### src/rtl/irq_agg_pkg.sv
package irq_agg_pkg;
    localparam int IDX_W = 4;

    typedef enum logic [1:0] {
        A_MASK0 = 2'd0,
        A_PEND0 = 2'd1,
        A_MASK1 = 2'd2,
        A_PEND1 = 2'd3
    } reg_addr_e;
endpackage

### src/rtl/irq_agg_decode.sv
module irq_agg_decode #(
    parameter int SRC_W = 8
) (
    input  logic                            wr_i,
    input  logic [1:0]                      addr_i,
    input  logic [irq_agg_pkg::IDX_W-1:0]   idx_i,
    output logic                            mask0_we_o,
    output logic                            mask1_we_o,
    output logic [SRC_W-1:0]                eoi_vec_o
);
    import irq_agg_pkg::*;

    logic eoi_hit;

    always_comb begin
        mask0_we_o = wr_i && (addr_i == A_MASK0);
        mask1_we_o = wr_i && (addr_i == A_MASK1);
        eoi_hit    = wr_i && (addr_i == A_PEND0);
    end

    // One-hot clear vector; indices at or above SRC_W match no bit.
    for (genvar g = 0; g < SRC_W; g++) begin : g_eoi
        assign eoi_vec_o[g] = eoi_hit && (idx_i == IDX_W'(g));
    end
endmodule

### src/rtl/irq_agg_bank.sv
module irq_agg_bank #(
    parameter int SRC_W = 8
) (
    input  logic             clk,
    input  logic             rst_n,
    input  logic [SRC_W-1:0] set_i,
    input  logic [SRC_W-1:0] clr_i,
    input  logic [SRC_W-1:0] eoi_i,
    input  logic             mask_we_i,
    input  logic [SRC_W-1:0] mask_wdata_i,
    output logic [SRC_W-1:0] pend_o,
    output logic [SRC_W-1:0] en_o,
    output logic             irq_o
);
    typedef struct packed {
        logic [SRC_W-1:0] pend;
        logic [SRC_W-1:0] en;
        logic             irq;
    } bank_st_t;

    bank_st_t st_d, st_q;

    always_comb begin
        st_d      = st_q;
        // Set is ORed last, so it wins over clear and end-of-interrupt.
        st_d.pend = (st_q.pend & ~clr_i & ~eoi_i) | set_i;
        if (mask_we_i) begin
            st_d.en = ~mask_wdata_i;
        end
        st_d.irq  = |(st_d.pend & st_d.en);
    end

    always_ff @(posedge clk or negedge rst_n) begin
        if (!rst_n) begin
            st_q <= '0;
        end else begin
            st_q <= st_d;
        end
    end

    assign pend_o = st_q.pend;
    assign en_o   = st_q.en;
    assign irq_o  = st_q.irq;

    assert_mask_inverted_R1: assert property (@(posedge clk) disable iff (!rst_n)
        mask_we_i |=> (en_o == ~$past(mask_wdata_i)));

    assert_irq_level_R2: assert property (@(posedge clk) disable iff (!rst_n)
        irq_o == (|(pend_o & en_o)));

    assert_clear_drops_R5: assert property (@(posedge clk) disable iff (!rst_n)
        ((clr_i & ~set_i) != '0) |=> ((pend_o & $past(clr_i & ~set_i)) == '0));

    assert_set_wins_R6: assert property (@(posedge clk) disable iff (!rst_n)
        (set_i != '0) |=> ((pend_o & $past(set_i)) == $past(set_i)));
endmodule

### src/rtl/irq_agg_cascade.sv
module irq_agg_cascade #(
    parameter int DATA_W = 8
) (
    input  logic              clk,
    input  logic              rst_n,
    input  logic              we_i,
    input  logic [DATA_W-1:0] wdata_i,
    output logic [DATA_W-1:0] mask_o
);
    logic [DATA_W-1:0] mask_d, mask_q;

    always_comb begin
        mask_d = we_i ? wdata_i : mask_q;
    end

    always_ff @(posedge clk or negedge rst_n) begin
        if (!rst_n) begin
            mask_q <= '0;
        end else begin
            mask_q <= mask_d;
        end
    end

    assign mask_o = mask_q;

    assert_cascade_store_R7: assert property (@(posedge clk) disable iff (!rst_n)
        we_i |=> (mask_o == $past(wdata_i)));
endmodule

### src/rtl/irq_agg_top.sv
module irq_agg_top #(
    parameter int SRC_W  = 8,
    parameter int DATA_W = 8,
    parameter int WIDE_W = 64
) (
    input  logic              clk,
    input  logic              rst_n,
    input  logic [SRC_W-1:0]  src_set,
    input  logic [SRC_W-1:0]  src_clr,
    input  logic              reg_wr,
    input  logic              reg_wide,
    input  logic [1:0]        reg_addr,
    input  logic [DATA_W-1:0] reg_wdata,
    output logic [WIDE_W-1:0] reg_rdata,
    output logic              irq
);
    import irq_agg_pkg::*;

    logic              mask0_we, mask1_we;
    logic [SRC_W-1:0]  eoi_vec, pend, en;
    logic [DATA_W-1:0] mask1;
    logic [DATA_W-1:0] byte_rd;

    irq_agg_decode #(.SRC_W(SRC_W)) u_dec (
        .wr_i       (reg_wr),
        .addr_i     (reg_addr),
        .idx_i      (reg_wdata[IDX_W-1:0]),
        .mask0_we_o (mask0_we),
        .mask1_we_o (mask1_we),
        .eoi_vec_o  (eoi_vec)
    );

    irq_agg_bank #(.SRC_W(SRC_W)) u_bank (
        .clk          (clk),
        .rst_n        (rst_n),
        .set_i        (src_set),
        .clr_i        (src_clr),
        .eoi_i        (eoi_vec),
        .mask_we_i    (mask0_we),
        .mask_wdata_i (reg_wdata[SRC_W-1:0]),
        .pend_o       (pend),
        .en_o         (en),
        .irq_o        (irq)
    );

    irq_agg_cascade #(.DATA_W(DATA_W)) u_casc (
        .clk     (clk),
        .rst_n   (rst_n),
        .we_i    (mask1_we),
        .wdata_i (reg_wdata),
        .mask_o  (mask1)
    );

    always_comb begin
        byte_rd = '0;
        unique case (reg_addr)
            A_MASK0: byte_rd = DATA_W'(~en);
            A_PEND0: byte_rd = DATA_W'(pend);
            A_MASK1: byte_rd = mask1;
            default: byte_rd = '0;
        endcase
        if (reg_wide) begin
            reg_rdata = (reg_addr == A_PEND0) ? WIDE_W'(pend) : '0;
        end else begin
            reg_rdata = WIDE_W'(byte_rd);
        end
    end

    assert_cascade_req_zero_R7: assert property (@(posedge clk) disable iff (!rst_n)
        (!reg_wide && reg_addr == A_PEND1) |-> (reg_rdata == '0));

    assert_wide_zero_ext_R8: assert property (@(posedge clk) disable iff (!rst_n)
        reg_wide |-> ((reg_rdata >> SRC_W) == '0));
endmodule

### config.mk
export PLATFORM = sky130hd
export DESIGN_NAME = irq_agg_top
export DESIGN_NICKNAME = d
export VERILOG_FILES = /design/src/rtl/irq_agg_pkg.sv /design/src/rtl/irq_agg_decode.sv /design/src/rtl/irq_agg_bank.sv /design/src/rtl/irq_agg_cascade.sv /design/src/rtl/irq_agg_top.sv
export SDC_FILE = /design/constraint.sdc
export NUM_CORES = 1
export LEC_CHECK = 0
export BUFFER_PORTS_ARGS = -buffer_cell sky130_fd_sc_hd__buf_2
export CAP_MARGIN = 0
export CORE_MARGIN = 1.5
export CORE_UTILIZATION = 40
export CTS_CLUSTER_SIZE = 10
export DETAILED_ROUTE_END_ITERATION = 10
export GPL_TIMING_DRIVEN = 1
export PLACE_DENSITY = 0.84
export SLEW_MARGIN = 20
export SYNTH_ARGS = -nofsm -noshare
export SYNTH_HDL_FRONTEND = slang
export SYNTH_SLANG_ARGS = --single-unit
### constraint.sdc
create_clock -name clk -period 1.2 [get_ports clk]
set_input_delay 0.24 -clock clk [delete_from_list [all_inputs] [get_ports clk]]
set_output_delay 0.24 -clock clk [all_outputs]
set_load 0.05 [all_outputs]
* After elaboration in Yosys (flattened, before gate mapping)
Index checks and enable logic that the tools add are counted.
Operators by class: eq/ne operators 9, muxes and demuxes 4, bitwise operators 8, reductions and logical operators 14
Operators with widths (count):
- $not 8->8 | 4
- $and 8x8->8 | 3
- $mux 8 | 3
- $pmux 8 s3 | 1
- $eq 4x3->1 const B | 4
- $logic_and 1x1->1 | 11
- $eq 4x2->1 const B | 2
- $or 8x8->8 | 1
- $reduce_or 8->1 | 1
- $eq 4x1->1 const B | 1
- $logic_not 4->1 | 1
- $eq 2x1->1 const B | 1
- $eq 2x2->1 const B | 1
- $logic_not 2->1 | 1
Storage, ports and cells: bits in registers 25, input bits 30, output and inout port bits 65, logic and storage cells 39

* Longest topological paths before layout
Gate-level depths: netlist of the first run.
depth in word-level cells 8, depth in mapped cells 5, depth with buffers taken out 4

* By module
A second synthesis of the first run with hierarchy kept.
Unflattened totals: cells, all modules 180, area total of the unflattened synthesis 1863.0 µm²
By module, submodules not included:
- irq_agg_top | times used 1, cells an instance 94, area an instance 743.2 µm², sequential area each 0.0 µm²
- irq_agg_bank | times used 1, cells an instance 55, area an instance 668.1 µm², sequential area each 425.4 µm²
- irq_agg_cascade | times used 1, cells an instance 17, area an instance 331.6 µm², sequential area each 200.2 µm²
- irq_agg_decode | times used 1, cells an instance 14, area an instance 120.1 µm², sequential area each 0.0 µm²

* Least setup slack after synthesis of the first run
No wires, ideal clock.
path kind input port to output port, start point in reg_addr[0], end point out reg_rdata[5], arrival time 1.919 ns, required time 0.960 ns, path slack -0.959 ns, stages on the path 5, buffers on the path 2, path through buf_2 -> buf_1 -> nor3_1 -> a21oi_1 -> o21ai_0
On the way: cells in the longest elaborated chain, start to end 3, elaborated cells between the ends (all ways) 6, classes of those cells eq/ne: 2; mux: 3; reduce/logical: 1
Ends and longest elaborated chain:
- start: declaration | RTL line irq_agg_top.sv:12 | input logic [1:0] reg_addr,
- $eq 2x2->1, or another cell as far along | RTL line irq_agg_top.sv:56 | unique case (reg_addr)
- $pmux 8 s3 / $mux 8 (equally long branches) | RTL line irq_agg_top.sv:56, irq_agg_top.sv:63
- $mux 8 (*) | RTL line irq_agg_top.sv:62 | if (reg_wide) begin
- end: declaration | RTL line irq_agg_top.sv:14 | output logic [WIDE_W-1:0] reg_rdata,
Every way passes the cells marked *; elsewhere a longest branch is shown, timed or not.

* Worst setup path in the final report of the first run
start point reg u_bank.st_q (netlist bit u_bank.en_o[3]), end point out reg_rdata[3]
On the way: cells in the longest elaborated chain, start to end 3
Ends and longest elaborated chain:
- start: declaration | RTL line irq_agg_bank.sv:21 | bank_st_t st_d, st_q;
- start signal: assignment | RTL line irq_agg_bank.sv:37 | st_q <= st_d;
- $not 8->8 | RTL line irq_agg_top.sv:57 | A_MASK0: byte_rd = DATA_W'(~en);
- $pmux 8 s3 | RTL line irq_agg_top.sv:56
- $mux 8 | RTL line irq_agg_top.sv:62
No other way between the ends.

==> impl_metrics.csv, run 1 <==
group,metric,value,unit
yosys,ys_top_cells_by_area,"dfrtp_1 (36%), buf_4 (24%), mux2i_1 (3.4%)",
worst_setup_path,cp-end-kind,"output port",
flow_run,max-cap-violations,0,
sta,fin_setup_tns,-1750,ps
global_route,grt_overflow_total,0,
power,finalPower,2740,uW
finish,area_growth,31.0,%
yosys,syn_area,0.00175,mm2
power,power_density,1200,mW/mm2
yosys,yosysWarnings,0,
yosys,synth.distinct_cells,34,
sta,max_freq,691,MHz
placement,hpwlAfterDp,3160,um
finish,stdcell_count,302,
sta,fin_crit_sh,1.21,
power,vdd_drop_max,0.000461,V
sta,slew_viol_final,0,
global_route,grt_pass1_wl,6670,um
cts,cts_buffers,3,
cts,cts-root-buf,"clkbuf_8",
global_route,grt_pass1_vias,1352,
cts,clock_sinks,25,
finish,insertedDiodeCount,0,
cts,clockBufferDepth,2,
cts,path_clk_slew,90,ps
global_route,antenna_found_initial,0,
sta,finalSetupViolCount,9,
floorplanning,initial_utilization,0.425,
yosys,yosys.area.top_type,"dfrtp_1",
floorplanning,die_x,69.2,um
finish,final_util,0.557,
yosys,yosysMostFrequentCell,"buf_4",
floorplanning,row_count,23,
yosys,synthArstFlopShare,1.00,
worst_setup_path,path_class,"register to output port",
floorplanning,pin_count,95,
worst_setup_path,crit_arrival,1210,ps
sta,rsz0062_at_grt,"true",
route,antenna_violating_nets_post_route,0,
finish,drive_gt1_frac,0.409,
placement,gp_congestion,0.926,
global_route,gr-usage-all-layers,0.175,
sta,post-route-min-period,1450,ps
finish,nets,283,
cts,tritoncts,"done",
yosys,synth_top_area_frac,0.357,
route,drc,0,
route,vias,1411,
placement,portBuffers,38,
cts,clk_latency,270,ps
worst_setup_path,critical_path_required,960,ps
route,first_iter_violations,47,
worst_setup_path,worst_setup_path_start_kind,"register",
floorplanning,placeableCoreArea,0.00412,mm2
yosys,avgSynthCellArea,8.93,um2
sta,setup_ws,-246,ps
finish,finalInstanceArea,0.00229,mm2
yosys,synthCells,196,
route,dr.pass1.iters,4,
sta,tightest_slew,553,ps
cts,htreeDepth,1,
sta,hold_viol,0,
route,drt-wirelength-per-cell,13.8,um
worst_setup_path,path_max_fanout,2,
yosys,synth_edf_count,0,
run_status,status,"finished, violations left",
route,drt-vias-per-instance,4.67,
placement,dp_cells,290,
route,wirelength,4160,um
min_path,worstHoldPathType,"primary input to register",
run_status,violations,"setup timing",
floorplanning,die_h,69.2,um
placement,dpl_cell_area,0.00198,mm2
sta,slew-limit-headroom,0.631,
global_route,grt_max_degree,26,
yosys,synth-main-ff-cell,"dfrtp_1",
yosys,ys_seq_area_frac,0.357,
floorplanning,die_area,0.00478,mm2
sta,clock_skew,3.32,ps
power,p_leak,0.00111,uW
yosys,ys_ff_latch,25,
yosys,ys_top_cells_by_count,"buf_4 (56), dfrtp_1 (25), inv_1 (16), nand2_1 (12), o21ai_0 (10)",
[layout by cell type (no fill, tap or decap), types with 2 or more instances in the layout]
master,netlist,final
conb_1,1,56
buf_2,3,27
dfrtp_1,25,25
buf_4,56,17
inv_1,16,15
buf_6,0,14
nand2_1,12,12
a21oi_2,0,8
o21ai_4,0,8
nor3_2,0,7
nor2_1,6,6
nor2b_1,6,5
mux2i_2,1,5
a2bb2oi_1,4,4
o21ai_0,10,4
nor4b_1,3,3
clkbuf_8,0,3
and4b_1,2,2
nor4bb_1,2,2
nor3b_4,0,2
o32a_1,2,2
a22oi_1,2,2
mux2_1,2,2
mux2_2,2,2
[per-stage QoR]
step	setup WS [ps]	hold slack, ps
after floorplan	-100	-55.6
after global placement	-312	253
after detailed placement	-347	260
after CTS	-226	216
after global routing	-331	201
final	-246	209
[final timing paths]
kind	startpoint	end	slack [ps]	depth (start not counted)
max in group asynchronous	rst_n	u_bank.en_o[7]	350	2
min in group asynchronous	rst_n	u_casc.mask_o[7]	490	2
max	u_bank.en_o[3]	reg_rdata[3]	-250	4
min reg2reg	u_casc.mask_o[6]	u_casc.mask_o[6]	490	2
max reg2reg	u_bank.en_o[3]	u_bank.irq_o	50	6
min	reg_wdata[5]	u_bank.en_o[5]	210	2
[cell type report]
cell class	count	area (um2)
clock buffer	3	41.3
clock inverter	1	5.00
fill	365	1820
inverter	16	60.1
multi-input combinational	146	1030
sequential	25	626
tap	50	62.6
timing repair buffer	61	465
[what timing repair did]
action | in CTS | in global routing
hold endpoints to repair | 25 | 0
hold buffers | 1 | 0
pin swaps | 9 | 5
gates resized for setup | 33 | 24
setup buffers | 3 | 5
setup endpoints to repair | 9 | 11
[worst max-delay path, cell delays in order (launching register included)]
cell and delay (ps):
dfrtp_1 420, nor3_2 150, a21oi_2 70, o21ai_4 130, buf_6 170
[report_power, final]
| part | switching (uW) | internal (uW) | total (uW) |
|---|---|---|---|
| sequential | 84.8 | 961 | 1050 |
| combinational | 799 | 388 | 1190 |
| clock | 278 | 233 | 510 |
| total | 1160 | 1580 | 2740 |
[per-layer routing]
layer	vias up	GRT usage	wire (um)
met1	679	0.224	1720
met5	-	0	0
met2	57	0.297	2160
li1	666	-	-
met4	0	0.0675	99
met3	9	0.0249	178
[state kept, by name (all words and copies together), names as in the netlist]
register	cells
u_bank.pend_o	8
u_bank.en_o	8
u_bank.irq_o	1
u_casc.mask_o	8
[cell families (layout without fill, tap and decap cells)]
family          Yosys count  count (layout)  share of synthesized area
simple gates             47              47                      0.162
flops                    25              25                      0.357
compound gates           32              32                      0.116
other cells               1              56                    0.00214
buf+inv                  80              81                      0.294
mux                      11              11                     0.0679
No activity file was read; power rests on OpenSTA's default activity.
==> inputs of run 2 (changes only) <==
--- a/config.mk
+++ b/config.mk
@@ -17,3 +17,4 @@
 export SYNTH_ARGS = -nofsm -noshare
 export SYNTH_HDL_FRONTEND = slang
 export SYNTH_SLANG_ARGS = --single-unit
+export TNS_END_PERCENT = 30
==> constraint.sdc (replaced) <==
create_clock -name clk -period 1.2 [get_ports clk]
set_input_delay 0.06 -clock clk [delete_from_list [all_inputs] [get_ports clk]]
set_output_delay 0.06 -clock clk [all_outputs]
set_load 0.05 [all_outputs]
==> run 2 against run 1 <==
  * The run still ends with setup timing left
  * Power fell by 6.5%
  * Clock power increased by 4.7%
  * Clock skew up 3.3 ps
  * Final cell count decreased by 3.3%
  * Sequential power about the same
  * Critical path depth did not move
  * Critical path type unchanged
  * Largest cell class unchanged
==> impl_metrics.csv, run 2 (synthesis gave the netlist of run 1 again) <==
group,metric,value,unit
sta,hold_ws,8.97,ps
sta,fin_setup_tns,-565,ps
cts,clockBufferDepth,2,
route,dr.pass1.iters,4,
power,finalPower,2560,uW
finish,seq_area,626,um2
placement,portBuffers,38,
sta,tightest_slew,566,ps
finish,nets,273,
finish,insertedDiodeCount,0,
power,pwr-share-seq,0.403,
sta,slew-limit-headroom,0.623,
sta,setup_ws,-113,ps
sta,slew_viol_final,0,
sta,max_freq,762,MHz
power,p_switching,1100,uW
power,clock_power_share,0.208,
floorplanning,die_area,0.00478,mm2
global_route,gr-usage-all-layers,0.158,
placement,hpwlAfterDp,2940,um
route,drt-wirelength-per-cell,12.8,um
route,first_iter_violations,29,
finish,final_common_cell,"conb_1",
global_route,grt_pass1_wl,6070,um
finish,drive_gt1_frac,0.289,
route,vias,1348,
power,power_density,1280,mW/mm2
sta,clock_skew,6.66,ps
worst_setup_path,critical_path_required,1140,ps
finish,area_growth,14.4,%
cts,clk_latency,280,ps
global_route,grt_overflow_total,0,
global_route,antenna_found_initial,0,
power,swShare,0.428,
cts,htreeDepth,1,
route,antenna_violating_nets_post_route,0,
worst_setup_path,path_max_fanout,2,
global_route,grt_pass1_vias,1270,
floorplanning,pin_count,95,
worst_setup_path,crit_arrival,1250,ps
min_path,holdCritStartpoint,"reg_wdata[7]",
floorplanning,initial_utilization,0.425,
route,drc,0,
worst_setup_path,r2r_start,"u_bank.pend_o[5]",
finish,nFillCells,394,
cts,tritoncts,"done",
run_status,status,"finished, violations left",
worst_setup_path,cp-end-kind,"output port",
sta,hold_viol,0,
finish,final_util,0.486,
flow_run,max-cap-violations,0,
sta,post-route-min-period,1310,ps
cts,cts-root-buf,"clkbuf_8",
cts,cts_buffers,3,
floorplanning,die_x,69.2,um
sta,rsz0062_at_grt,"true",
route,wirelength,3740,um
floorplanning,die_h,69.2,um
cts,clock_sinks,25,
finish,final_cell_mix,"conb_1 (56), buf_2 (30), dfrtp_1 (25)",
cts,path_clk_slew,100,ps
route,drt-vias-per-instance,4.62,
floorplanning,row_count,23,
power,intPower,1460,uW
power,vdd_drop_max,0.000779,V
worst_setup_path,path_class,"register to output port",
global_route,grt_max_degree,26,
worst_setup_path,worstSetupStartpoint,"u_bank.en_o[3]",
worst_setup_path,worst_setup_path_start_kind,"register",
sta,fin_crit_sh,1.09,
power,p_comb_frac,0.388,
power,p_leak,0.00101,uW
min_path,worstHoldPathType,"primary input to register",
floorplanning,placeableCoreArea,0.00412,mm2
run_status,violations,"setup timing",
finish,multi_input_area,865,um2
placement,gp_congestion,0.824,
sta,finalSetupViolCount,8,
==> run 2: changes by cell type in the layout (fill, tap and decap cells not counted), sizes merged <==
cell	previous run	this run
clkinvlp	0	1
clkinv	1	0
buf	60	50
==> run 2: metrics by stage <==
stage,setup slack [ps],cell area [um2],std cells
4_1_cts,-97.7,1970,291
5_1_grt,-191,2000,292
2_1_floorplan,-183,1960,251
6_report,-113,2000,292
3_3_place_gp,-122,1830,284
3_5_place_dp,-152,1830,284
==> run 2: worst max-delay path, stage by stage, from the launching register on <==
cell and delay, ps:
dfrtp_1 400, nor3_2 200, a21oi_2 60, o21ai_2 140, buf_6 170
==> run 2: what timing repair did <==
action / CTS / global route
endpoints found under the setup margin: 8 / 9
setup buffers: 2 / 1
pin swaps: 12 / 7
endpoints found under the hold margin: 25 / 0
resized for setup: 19 / 6
hold buffers: 1 / 0
==> run 2: worst paths after layout <==
check,endpoint,cells past startpoint,slack [ps]
max in group asynchronous,u_casc.mask_o[1],2,530
min in group asynchronous,u_bank.pend_o[7],2,290
min,u_bank.en_o[7],2,9
max,reg_rdata[3],4,-110
max reg2reg,u_bank.irq_o,4,40
min reg2reg,u_casc.mask_o[1],2,490
==> run 2: layer usage <==
metal  vias up  global-route usage  share of wire
met5         -                   0              0
met4         0              0.0545          0.013
met3         5              0.0263          0.045
met2        61               0.272           0.51
met1       645               0.198           0.43
li1        637                   -              -
==> run 2: area by class of cell <==
class / count / share of cell area
sequential: 25 / 0.313
inverter: 16 / 0.0300
tap: 50 / 0.0313
clock inverter: 1 / 0.00375
clock buffer: 3 / 0.0206
multi-input combinational: 146 / 0.432
timing repair buffer: 51 / 0.170
==> run 2: power by group through the flow <==
stage / clock network (uW) / registers (uW) / logic (uW)
detailed placement: 0 / 1040 / 912
global route: 571 / 1050 / 1060
floorplan: 0 / 1030 / 877
finish: 534 / 1030 / 995
CTS: 537 / 1030 / 972
global placement: 0 / 1040 / 895
==> inputs of run 3 (changes only) <==
--- a/config.mk
+++ b/config.mk
@@ -7,7 +7,6 @@
 export LEC_CHECK = 0
 export BUFFER_PORTS_ARGS = -buffer_cell sky130_fd_sc_hd__buf_2
 export CAP_MARGIN = 0
-export CORE_MARGIN = 1.5
 export CORE_UTILIZATION = 40
 export CTS_CLUSTER_SIZE = 10
 export DETAILED_ROUTE_END_ITERATION = 10
==> run 3 against run 2 <==
  * Register-to-register slack about the same
  * Final cell count decreased by 1.0%
  * Power decreased by 2.2%
  * The flow still finishes with violations (setup timing)
  * Clock skew decreased by 3.2 ps
  * Sequential share of layout area increased by 0.62 points
==> impl_metrics.csv, run 3 (synthesis gave the netlist of run 1 again) <==
group,metric,value,unit
sta,post-route-min-period,1310,ps
worst_setup_path,worstPathCellList,"nor3_1 -> a21oi_1 -> o21ai_1 -> buf_6",
sta,clock_skew,3.45,ps
route,vias,1338,
sta,setup_ws,-107,ps
power,finalPower,2510,uW
sta,hold_viol,0,
finish,final_cell_mix,"conb_1 (56), buf_2 (30), dfrtp_1 (25)",
cts,path_clk_slew,90,ps
placement,portBuffers,38,
floorplanning,placeableCoreArea,0.00409,mm2
worst_setup_path,cp_slowest_stage_delay,390,ps
cts,cts-root-buf,"clkbuf_8",
worst_setup_path,crit_family,"flip-flops",
worst_setup_path,crit_slowest_cell,"dfrtp_1",
worst_setup_path,worstSetupStartpoint,"u_bank.en_o[0]",
worst_setup_path,r2r_start,"u_bank.pend_o[5]",
route,drc,0,
cts,tritoncts,"done",
floorplanning,die_x,68.2,um
floorplanning,row_count,23,
sta,fin_crit_sh,1.09,
finish,area_growth,12.2,%
worst_setup_path,path_buf_inv,1,
cts,htreeDepth,1,
sta,slew_viol_final,0,
placement,dp_cells,283,
min_path,holdCritStartpoint,"reg_wdata[5]",
cts,clk_latency,270,ps
cts,cts_buffers,3,
floorplanning,pin_count,95,
sta,slew-limit-headroom,0.627,
global_route,gr-usage-all-layers,0.169,
global_route,grt_overflow_total,0,
worst_setup_path,worst_setup_path_start_kind,"register",
sta,rsz0062_at_grt,"true",
power,p_leak,0.000997,uW
finish,stdcell_count,289,
finish,drive_gt1_frac,0.264,
route,drt-wirelength-per-cell,12.2,um
finish,insertedDiodeCount,0,
route,drt-vias-per-instance,4.63,
route,dr.pass1.iters,4,
cts,clockBufferDepth,2,
route,first_iter_violations,34,
global_route,grt_max_degree,26,
route,wirelength,3520,um
floorplanning,die_h,68.2,um
sta,tightest_slew,560,ps
finish,nets,270,
flow_run,max-cap-violations,0,
cts,clock_sinks,25,
global_route,antenna_found_initial,0,
worst_setup_path,cp-end-kind,"output port",
finish,final_common_cell,"conb_1",
power,power_density,1280,mW/mm2
route,antenna_violating_nets_post_route,0,
floorplanning,initial_utilization,0.428,
worst_setup_path,path_max_fanout,2,
placement,hpwlAfterDp,2810,um
run_status,violations,"setup timing",
run_status,status,"finished, violations left",
worst_setup_path,critical_path_required,1140,ps
sta,max_freq,765,MHz
global_route,grt_pass1_wl,5750,um
sta,fin_setup_tns,-660,ps
global_route,grt_pass1_vias,1182,
floorplanning,die_area,0.00464,mm2
placement,gp_congestion,0.843,
min_path,worstHoldPathType,"primary input to register",
worst_setup_path,crit_arrival,1250,ps
power,vdd_drop_max,0.000639,V
worst_setup_path,path_class,"register to output port",
sta,finalSetupViolCount,8,
[run 3: cell types whose count changed in the layout (fill, tap and decap cells not counted)]
cell and delta:
clkbuf_1 +1, o21ai_2 -2, nor3_2 -1, buf_4 -3
nor3_1 +1, clkinvlp_4 -1, o21ai_1 +2
[run 3: power by group]
part / leakage, uW / switching [uW] / internal, uW
registers: 0.000285 / 68.1 / 960
logic: 0.000689 / 716 / 250
clock network: 0.0000228 / 273 / 238
[run 3: worst paths after layout]
| check | end | slack [ps] | cells after the start |
|---|---|---|---|
| worst max-delay path | reg_rdata[0] | -110 | 4 |
| worst min-delay path | u_casc.mask_o[5] | 20 | 2 |
| worst max register to register | u_bank.irq_o | 50 | 4 |
| worst min register to register | u_casc.mask_o[1] | 490 | 2 |
| max in group asynchronous | u_casc.mask_o[4] | 530 | 2 |
| min in group asynchronous | u_bank.en_o[0] | 300 | 2 |
[run 3: repair_timing]
item,CTS,global route
setup endpoints to repair,8,9
hold buffers,1,0
pin swaps,0,2
buffers inserted,0,1
endpoints found under the hold margin,25,0
gates resized for setup,17,5
[run 3: layer usage]
metal,GRT usage,vias up,share of wire
li1,-,629,-
met4,0.0703,0,0.014
met3,0.0333,5,0.066
met5,0,-,0
met1,0.201,637,0.41
met2,0.294,67,0.51
[run 3: final cells by class]
class,instances,area [um2]
clock buffer,4,45.0
fill,399,2120
inverter,16,60.1
multi-input combinational,146,852
sequential,25,626
tap,50,62.6
timing repair buffer,48,318
[run 3: worst register-to-register path, cell delays in order (launching register included)]
cell and delay, ps:
dfrtp_1 410, nor2b_1 140, a2bb2oi_1 150, a22oi_1 220, nand4_1 110
[run 3: metrics by stage]
stage	worst slack (ps)	instance area [um2]	utilization	hold slack (ps)
after floorplan	-183	1960	-	-236
after global placement	-111	1820	0.446	76.8
after detailed placement	-195	1820	0.446	83.6
after CTS	-116	1930	0.473	13.3
after global routing	-205	1960	0.480	32.1
final	-107	1960	0.480	17.3
